### config.mk
export PLATFORM = sky130hd
export DESIGN_NAME = gpio_irq_port
export DESIGN_NICKNAME = d
export VERILOG_FILES = /design/src/rtl/gpio_irq_pkg.sv /design/src/rtl/gpio_sync.sv /design/src/rtl/gpio_trig_detect.sv /design/src/rtl/gpio_pin_mux.sv /design/src/rtl/gpio_irq_port.sv
export SDC_FILE = /design/constraint.sdc
export NUM_CORES = 1
export LEC_CHECK = 0
export ABC_AREA = 1
export BUFFER_PORTS_ARGS = -buffer_cell sky130_fd_sc_hd__buf_2
export CELL_PAD_IN_SITES_DETAIL_PLACEMENT = 2
export CELL_PAD_IN_SITES_GLOBAL_PLACEMENT = 2
export CORE_ASPECT_RATIO = 1.5
export CORE_MARGIN = 2
export CORE_UTILIZATION = 26
export CTS_CLUSTER_DIAMETER = 100
export CTS_CLUSTER_SIZE = 10
export DETAILED_ROUTE_END_ITERATION = 16
export MAX_ROUTING_LAYER = met4
export PLACE_DENSITY = 0.78
export SKIP_CTS_REPAIR_TIMING = 1
export SLEW_MARGIN = 40
export SYNTH_ARGS = -nofsm -noshare
export SYNTH_HDL_FRONTEND = slang
export SYNTH_SLANG_ARGS = --single-unit
### constraint.sdc
create_clock -name clk -period 1.5 [get_ports clk]
set_input_delay 0.225 -clock clk [delete_from_list [all_inputs] [get_ports clk]]
set_output_delay 0.225 -clock clk [all_outputs]
set_load 0.005 [all_outputs]
### src/rtl/gpio_irq_pkg.sv
package gpio_irq_pkg;

    // Interrupt lines and control register layout
    localparam int IRQ_LINES   = 4;
    localparam int CTRL_W      = 18;
    localparam int TMR_EN_LSB  = 16;

    // Word indices of the three registers
    localparam int WIDX_DIR    = 0;
    localparam int WIDX_CTRL   = 1;
    localparam int WIDX_DATA   = 2;

    typedef enum logic [1:0] {
        SEL_NONE,
        SEL_DIR,
        SEL_CTRL,
        SEL_DATA
    } reg_sel_t;

    typedef struct packed {
        logic       en;
        logic [2:0] code;
    } trig_cfg_t;

    typedef struct packed {
        logic is_level;
        logic hi_active;
        logic on_rise;
        logic on_fall;
    } trig_dec_t;

    function automatic trig_dec_t decode_trig(input logic [2:0] code);
        trig_dec_t d;
        d.is_level  = (code[2:1] == 2'b00);
        d.hi_active = code[0];
        d.on_rise   = code[1];
        d.on_fall   = code[2];
        return d;
    endfunction

    function automatic reg_sel_t pick_reg(input logic aligned, input int unsigned widx);
        if (!aligned)                return SEL_NONE;
        else if (widx == WIDX_DIR)   return SEL_DIR;
        else if (widx == WIDX_CTRL)  return SEL_CTRL;
        else if (widx == WIDX_DATA)  return SEL_DATA;
        else                         return SEL_NONE;
    endfunction

endpackage

### src/rtl/gpio_sync.sv
module gpio_sync #(
    parameter int W      = 8,
    parameter int STAGES = 2
) (
    input  logic         clk,
    input  logic         rst,
    input  logic [W-1:0] d,
    output logic [W-1:0] sync_q,
    output logic [W-1:0] prev_q
);
    logic [W-1:0] stg [STAGES];

    always_ff @(posedge clk) begin
        if (rst) begin
            for (int k = 0; k < STAGES; k++) stg[k] <= '0;
            prev_q <= '0;
        end else begin
            stg[0] <= d;
            for (int k = 1; k < STAGES; k++) stg[k] <= stg[k-1];
            prev_q <= stg[STAGES-1];
        end
    end

    assign sync_q = stg[STAGES-1];

    // the delayed copy trails the synchronised value by one clock
    p_prev_trails_r3: assert property (@(posedge clk) disable iff (rst)
        !$past(rst) |-> prev_q == $past(sync_q));
endmodule

### src/rtl/gpio_trig_detect.sv
module gpio_trig_detect
    import gpio_irq_pkg::*;
(
    input  logic      clk,
    input  logic      rst,
    input  trig_cfg_t cfg,
    input  logic      cur,
    input  logic      old,
    output logic      irq
);
    trig_dec_t dec;
    logic      level_hit;
    logic      edge_hit;

    always_comb begin
        dec       = decode_trig(cfg.code);
        level_hit = dec.hi_active ? cur : ~cur;
        edge_hit  = (dec.on_rise & cur & ~old) | (dec.on_fall & ~cur & old);
        irq       = cfg.en & (dec.is_level ? level_hit : edge_hit);
    end

    // a rise-only trigger never holds its request for two clocks
    p_rise_pulse_r8: assert property (@(posedge clk) disable iff (rst)
        (cfg.en && cfg.code == 3'd2 && irq) ##1 $stable(cfg) |-> !irq);

    // a fall-only trigger never holds its request for two clocks
    p_fall_pulse_r9: assert property (@(posedge clk) disable iff (rst)
        (cfg.en && cfg.code == 3'd4 && irq) ##1 $stable(cfg) |-> !irq);
endmodule

### src/rtl/gpio_pin_mux.sv
module gpio_pin_mux
    import gpio_irq_pkg::*;
#(
    parameter int NUM_PINS = 8,
    parameter int TMR0_PIN = 4,
    parameter int TMR1_PIN = 5
) (
    input  logic [NUM_PINS-1:0]  dir_q,
    input  logic [NUM_PINS-1:0]  data_q,
    input  logic [IRQ_LINES-1:0] int_en,
    input  logic [1:0]           tmr_en,
    input  logic [1:0]           tmr_in,
    output logic [NUM_PINS-1:0]  pin_out,
    output logic [NUM_PINS-1:0]  pin_oe
);
    for (genvar i = 0; i < NUM_PINS; i++) begin : g_pin
        if (i < IRQ_LINES) begin : g_irq_pin
            assign pin_oe[i]  = int_en[i] ? 1'b0 : dir_q[i];
            assign pin_out[i] = data_q[i];
        end else if (i == TMR0_PIN) begin : g_tmr0_pin
            assign pin_oe[i]  = tmr_en[0] | dir_q[i];
            assign pin_out[i] = tmr_en[0] ? tmr_in[0] : data_q[i];
        end else if (i == TMR1_PIN) begin : g_tmr1_pin
            assign pin_oe[i]  = tmr_en[1] | dir_q[i];
            assign pin_out[i] = tmr_en[1] ? tmr_in[1] : data_q[i];
        end else begin : g_plain_pin
            assign pin_oe[i]  = dir_q[i];
            assign pin_out[i] = data_q[i];
        end
    end
endmodule

### src/rtl/gpio_irq_port.sv
module gpio_irq_port
    import gpio_irq_pkg::*;
#(
    parameter int NUM_PINS    = 16,
    parameter int ADDR_W      = 4,
    parameter int SYNC_STAGES = 2,
    parameter int TMR0_PIN    = 4,
    parameter int TMR1_PIN    = 5
) (
    input  logic                 clk,
    input  logic                 rst,
    input  logic [ADDR_W-1:0]    bus_addr,
    input  logic                 bus_we,
    input  logic [31:0]          bus_wdata,
    output logic [31:0]          bus_rdata,
    input  logic [NUM_PINS-1:0]  pin_in,
    output logic [NUM_PINS-1:0]  pin_out,
    output logic [NUM_PINS-1:0]  pin_oe,
    input  logic [1:0]           tmr_in,
    output logic [IRQ_LINES-1:0] irq
);
    localparam int WIDX_W = ADDR_W - 2;

    logic [NUM_PINS-1:0] dir_q;
    logic [NUM_PINS-1:0] data_q;
    logic [CTRL_W-1:0]   ctrl_q;
    logic [NUM_PINS-1:0] pin_sync;
    logic [NUM_PINS-1:0] pin_prev;
    logic [IRQ_LINES-1:0] int_en;
    reg_sel_t            sel;
    logic                unused_wdata_bits;

    assign unused_wdata_bits = ^bus_wdata;

    assign sel = pick_reg(bus_addr[1:0] == 2'b00,
                          32'(bus_addr[ADDR_W-1:ADDR_W-WIDX_W]));

    // Register file
    always_ff @(posedge clk) begin
        if (rst) begin
            dir_q  <= '0;
            data_q <= '0;
            ctrl_q <= '0;
        end else if (bus_we) begin
            case (sel)
                SEL_DIR:  dir_q  <= bus_wdata[NUM_PINS-1:0];
                SEL_CTRL: ctrl_q <= bus_wdata[CTRL_W-1:0];
                SEL_DATA: data_q <= bus_wdata[NUM_PINS-1:0];
                default:  ;
            endcase
        end
    end

    always_comb begin
        bus_rdata = '0;
        case (sel)
            SEL_DIR:  bus_rdata[NUM_PINS-1:0] = dir_q;
            SEL_CTRL: bus_rdata[CTRL_W-1:0]   = ctrl_q;
            SEL_DATA: bus_rdata[NUM_PINS-1:0] = pin_sync;
            default:  ;
        endcase
    end

    gpio_sync #(.W(NUM_PINS), .STAGES(SYNC_STAGES)) u_sync (
        .clk    (clk),
        .rst    (rst),
        .d      (pin_in),
        .sync_q (pin_sync),
        .prev_q (pin_prev)
    );

    for (genvar n = 0; n < IRQ_LINES; n++) begin : g_line
        trig_cfg_t cfg;
        assign cfg.en   = ctrl_q[4*n+3];
        assign cfg.code = ctrl_q[4*n+2 -: 3];
        assign int_en[n] = cfg.en;

        gpio_trig_detect u_det (
            .clk (clk),
            .rst (rst),
            .cfg (cfg),
            .cur (pin_sync[n]),
            .old (pin_prev[n]),
            .irq (irq[n])
        );

        // a disabled line never requests
        p_irq_gated_r10: assert property (@(posedge clk) disable iff (rst)
            !ctrl_q[4*n+3] |-> !irq[n]);

        // an enabled interrupt line keeps its pin as input
        p_irq_pin_input_r4: assert property (@(posedge clk) disable iff (rst)
            ctrl_q[4*n+3] |-> !pin_oe[n]);

        // active-high level follows the synchronised pin
        p_level_high_r7: assert property (@(posedge clk) disable iff (rst)
            (ctrl_q[4*n+3 -: 4] == 4'b1001) |-> irq[n] == pin_sync[n]);
    end

    gpio_pin_mux #(
        .NUM_PINS (NUM_PINS),
        .TMR0_PIN (TMR0_PIN),
        .TMR1_PIN (TMR1_PIN)
    ) u_mux (
        .dir_q   (dir_q),
        .data_q  (data_q),
        .int_en  (int_en),
        .tmr_en  (ctrl_q[TMR_EN_LSB+1:TMR_EN_LSB]),
        .tmr_in  (tmr_in),
        .pin_out (pin_out),
        .pin_oe  (pin_oe)
    );

    // a granted timer pin drives the timer level
    p_timer0_drive_r5: assert property (@(posedge clk) disable iff (rst)
        ctrl_q[TMR_EN_LSB] |-> (pin_oe[TMR0_PIN] && pin_out[TMR0_PIN] == tmr_in[0]));
    p_timer1_drive_r5: assert property (@(posedge clk) disable iff (rst)
        ctrl_q[TMR_EN_LSB+1] |-> (pin_oe[TMR1_PIN] && pin_out[TMR1_PIN] == tmr_in[1]));

    // a write away from the direction register leaves it alone
    p_dir_hold_r1: assert property (@(posedge clk) disable iff (rst)
        !(bus_we && sel == SEL_DIR) |=> $stable(dir_q));
endmodule

==> impl_metrics.py <==
metrics = {
    "detailed_routing": {
        "vias_per_cell": 4.209,
        "ant_nets": 0,
        "drc": 0,
        "wl_per_cell_um": 15.44,
        "wl_mm": 13.53,
        "dr_total_vias": 3687,
        "drt_pass1_iterations": 4,
        "drtIter0Drc": 127,
    },
    "place": {
        "io_buffer_count": 96,
        "hpwl_mm": 9.101,
        "dpl-instance-area_um2": 4443,
        "gp_congestion": 0.8198,
        "preCtsSetupSlack_ns": -0.2368,
    },
    "layout": {
        "drive_gt1_share_pct": 31.47,
        "final_cell_mix": "nor2_1, nand2_1, buf_2",
        "final_cell_area_um2": 5249,
        "multiInputGateArea_um2": 1764,
        "fillCellCount": 1726,
        "nets": 734,
        "antenna-diode-count": 0,
        "final_util_pct": 35.97,
        "seqCellArea_um2": 1754,
        "area_growth_pct": 34.41,
        "final_common_cell": "nor2_1",
    },
    "timing": {
        "timing.final.crit_share_pct": 106.9,
        "fin_crit_ns": 1.604,
        "hold_violations": 0,
        "worst_hold_slack_ns": 0.07881,
        "slew_violations": 0,
        "fmax_mhz": 623.3,
        "finClkSkew_ns": 0.006636,
        "grt_setup_unrepaired": "yes",
        "worst_slack_ns": -0.1042,
        "setup_viol": 16,
    },
    "global_route": {
        "grt_pass1_wl_mm": 19.91,
        "grt_max_degree": 39,
        "grt_pass1_vias": 4027,
        "track_usage_pct": 16.05,
        "grt_overflow": 0,
        "antenna_found_initial": 0,
    },
    "die": {
        "die_x_um": 104.1,
        "start_util_pct": 26.76,
        "ios": 125,
        "die_area_um2": 16040,
        "rows": 54,
        "fp.coreArea_um2": 14590,
        "die_y_um": 154.1,
    },
    "clock_network": {
        "ctsLongestPathBuffers": 2,
        "clkTransAtPathRegs_ns": 0.07,
        "cts_made_buffers": 9,
        "cts_tree": "done",
        "worstSkewPairLatency_ns": 0.35,
        "cts_root_buf": "clkbuf_16",
        "clkSinkCount": 86,
        "htreeDepth": 3,
    },
    "worst_setup_path": {
        "crit_required_ns": 1.27,
        "crit_arrival_ns": 1.38,
        "path_class": "in -> out",
        "crit_fanout": 8,
        "start_kind": "input pin",
        "worstSetupEndpointType": "output port",
    },
    "synth": {
        "yosysUniqueCellTypes": 16,
        "yosysTopAreaCell": "dfxtp_1",
        "synth_top_area_share_pct": 44.09,
        "yosysSeqAreaShare_pct": 44.09,
        "mappedNetlistArea_um2": 3905,
        "ys_top_cells_by_area": "dfxtp_1, nand2_1, nor2_1, inv_1, buf_4",
        "synth-seq-cells": 86,
        "syn_inst": 600,
        "ys_warn_count": 0,
        "synth_area_per_cell_um2": 6.508,
    },
    "power": {
        "p_per_area_nw_per_um2": 1059,
        "p_leak_nw": 3.051,
        "ir_drop_v": 0.0004576,
    },
    "flow_run": {
        "drv_cap": 0,
    },
    "run_status": {
        "violations": "negative setup slack",
        "status": "finished, violations left",
    },
    "hold_path": {
        "hold_class": "in -> reg",
    },
}
-- layout make-up --
type                            instances  area share, %
Clock buffer                            9          4.291
Clock inverter                          7          2.455
Inverter                               93          6.841
Tap cell                              196          4.672
Sequential cell                        86          33.42
Multi-Input combinational cell        371          33.61
Timing Repair Buffer                  114          14.71
-- power breakdown --
group | switching (mW) | internal, mW | total (mW)
clock network | 1.01 | 1.66 | 2.66
registers | 0.0522 | 2.36 | 2.41
logic | 0.289 | 0.194 | 0.484
-- synth_stat cells --
master and number:
o21ai_0 2, conb_1 1, a21oi_1 8, inv_1 92, ha_1 2, inv_2 1
nand3_1 16, buf_2 3, buf_4 45, nand4_2 1, clkbuf_1 15, dfxtp_1 86
nand4_1 6, nand2_1 167, nor2_2 3, nor2_1 152
-- registers in the layout, indices dropped and copies added, names as in the netlist --
signal and count:
ctrl_q 18, u_sync.stg 32, u_sync.prev_q 4, data_q 16
dir_q 16
-- path summary, 6_finish.rpt --
path	start	end	slack (ns)	cells past startpoint
worst max-delay path	bus_addr[3]	bus_rdata[7]	-0.10	9
worst min register to register	u_sync.stg[0][2]	u_sync.stg[0][18]	0.40	2
worst min-delay path	pin_in[9]	u_sync.stg[0][9]	0.08	3
worst max register to register	dir_q[8]	dir_q[8]	0.65	4
-- logic make-up (layout without fill, tap and decap cells) --
logic type | after synthesis | in the layout | synth area share (%)
simple gates | 345 | 345 | 34.48
buf+inv | 156 | 223 | 19.42
flops | 86 | 86 | 44.09
compound gates | 10 | 10 | 1.282
fa+ha+maj | 2 | 2 | 0.6407
other cells | 1 | 14 | 0.09603
-- metrics by stage --
stage          cells  setup TNS, ns  power [mW]
4_1_cts          871         -4.037       5.557
3_3_place_gp     855         -1.560       2.838
5_1_grt          876         -2.010       5.798
3_5_place_dp     855         -6.304       2.867
2_1_floorplan    613              0       2.700
6_report         876         -1.196       5.557
-- per-layer routing --
layer / wire length, µm / up-vias / share of wire [%] / GRT usage [%]
li1: - / 1836 / - / -
met5: 0 / - / 0 / -
met1: 5641 / 1751 / 42 / 17.37
met4: 310 / 0 / 2.3 / 6.499
met3: 456 / 18 / 3.4 / 3.264
met2: 7116 / 82 / 53 / 28.57
-- critical path, stage by stage --
cell and delay (ns):
buf_8 0.09, inv_4 0.03, ha_4 0.26, nand2_4 0.07, nor2_4 0.22, clkbuf_16 0.22
nand2_2 0.08, nand3_4 0.07, buf_6 0.09
Note: power is estimated with default switching activity, not from simulation.
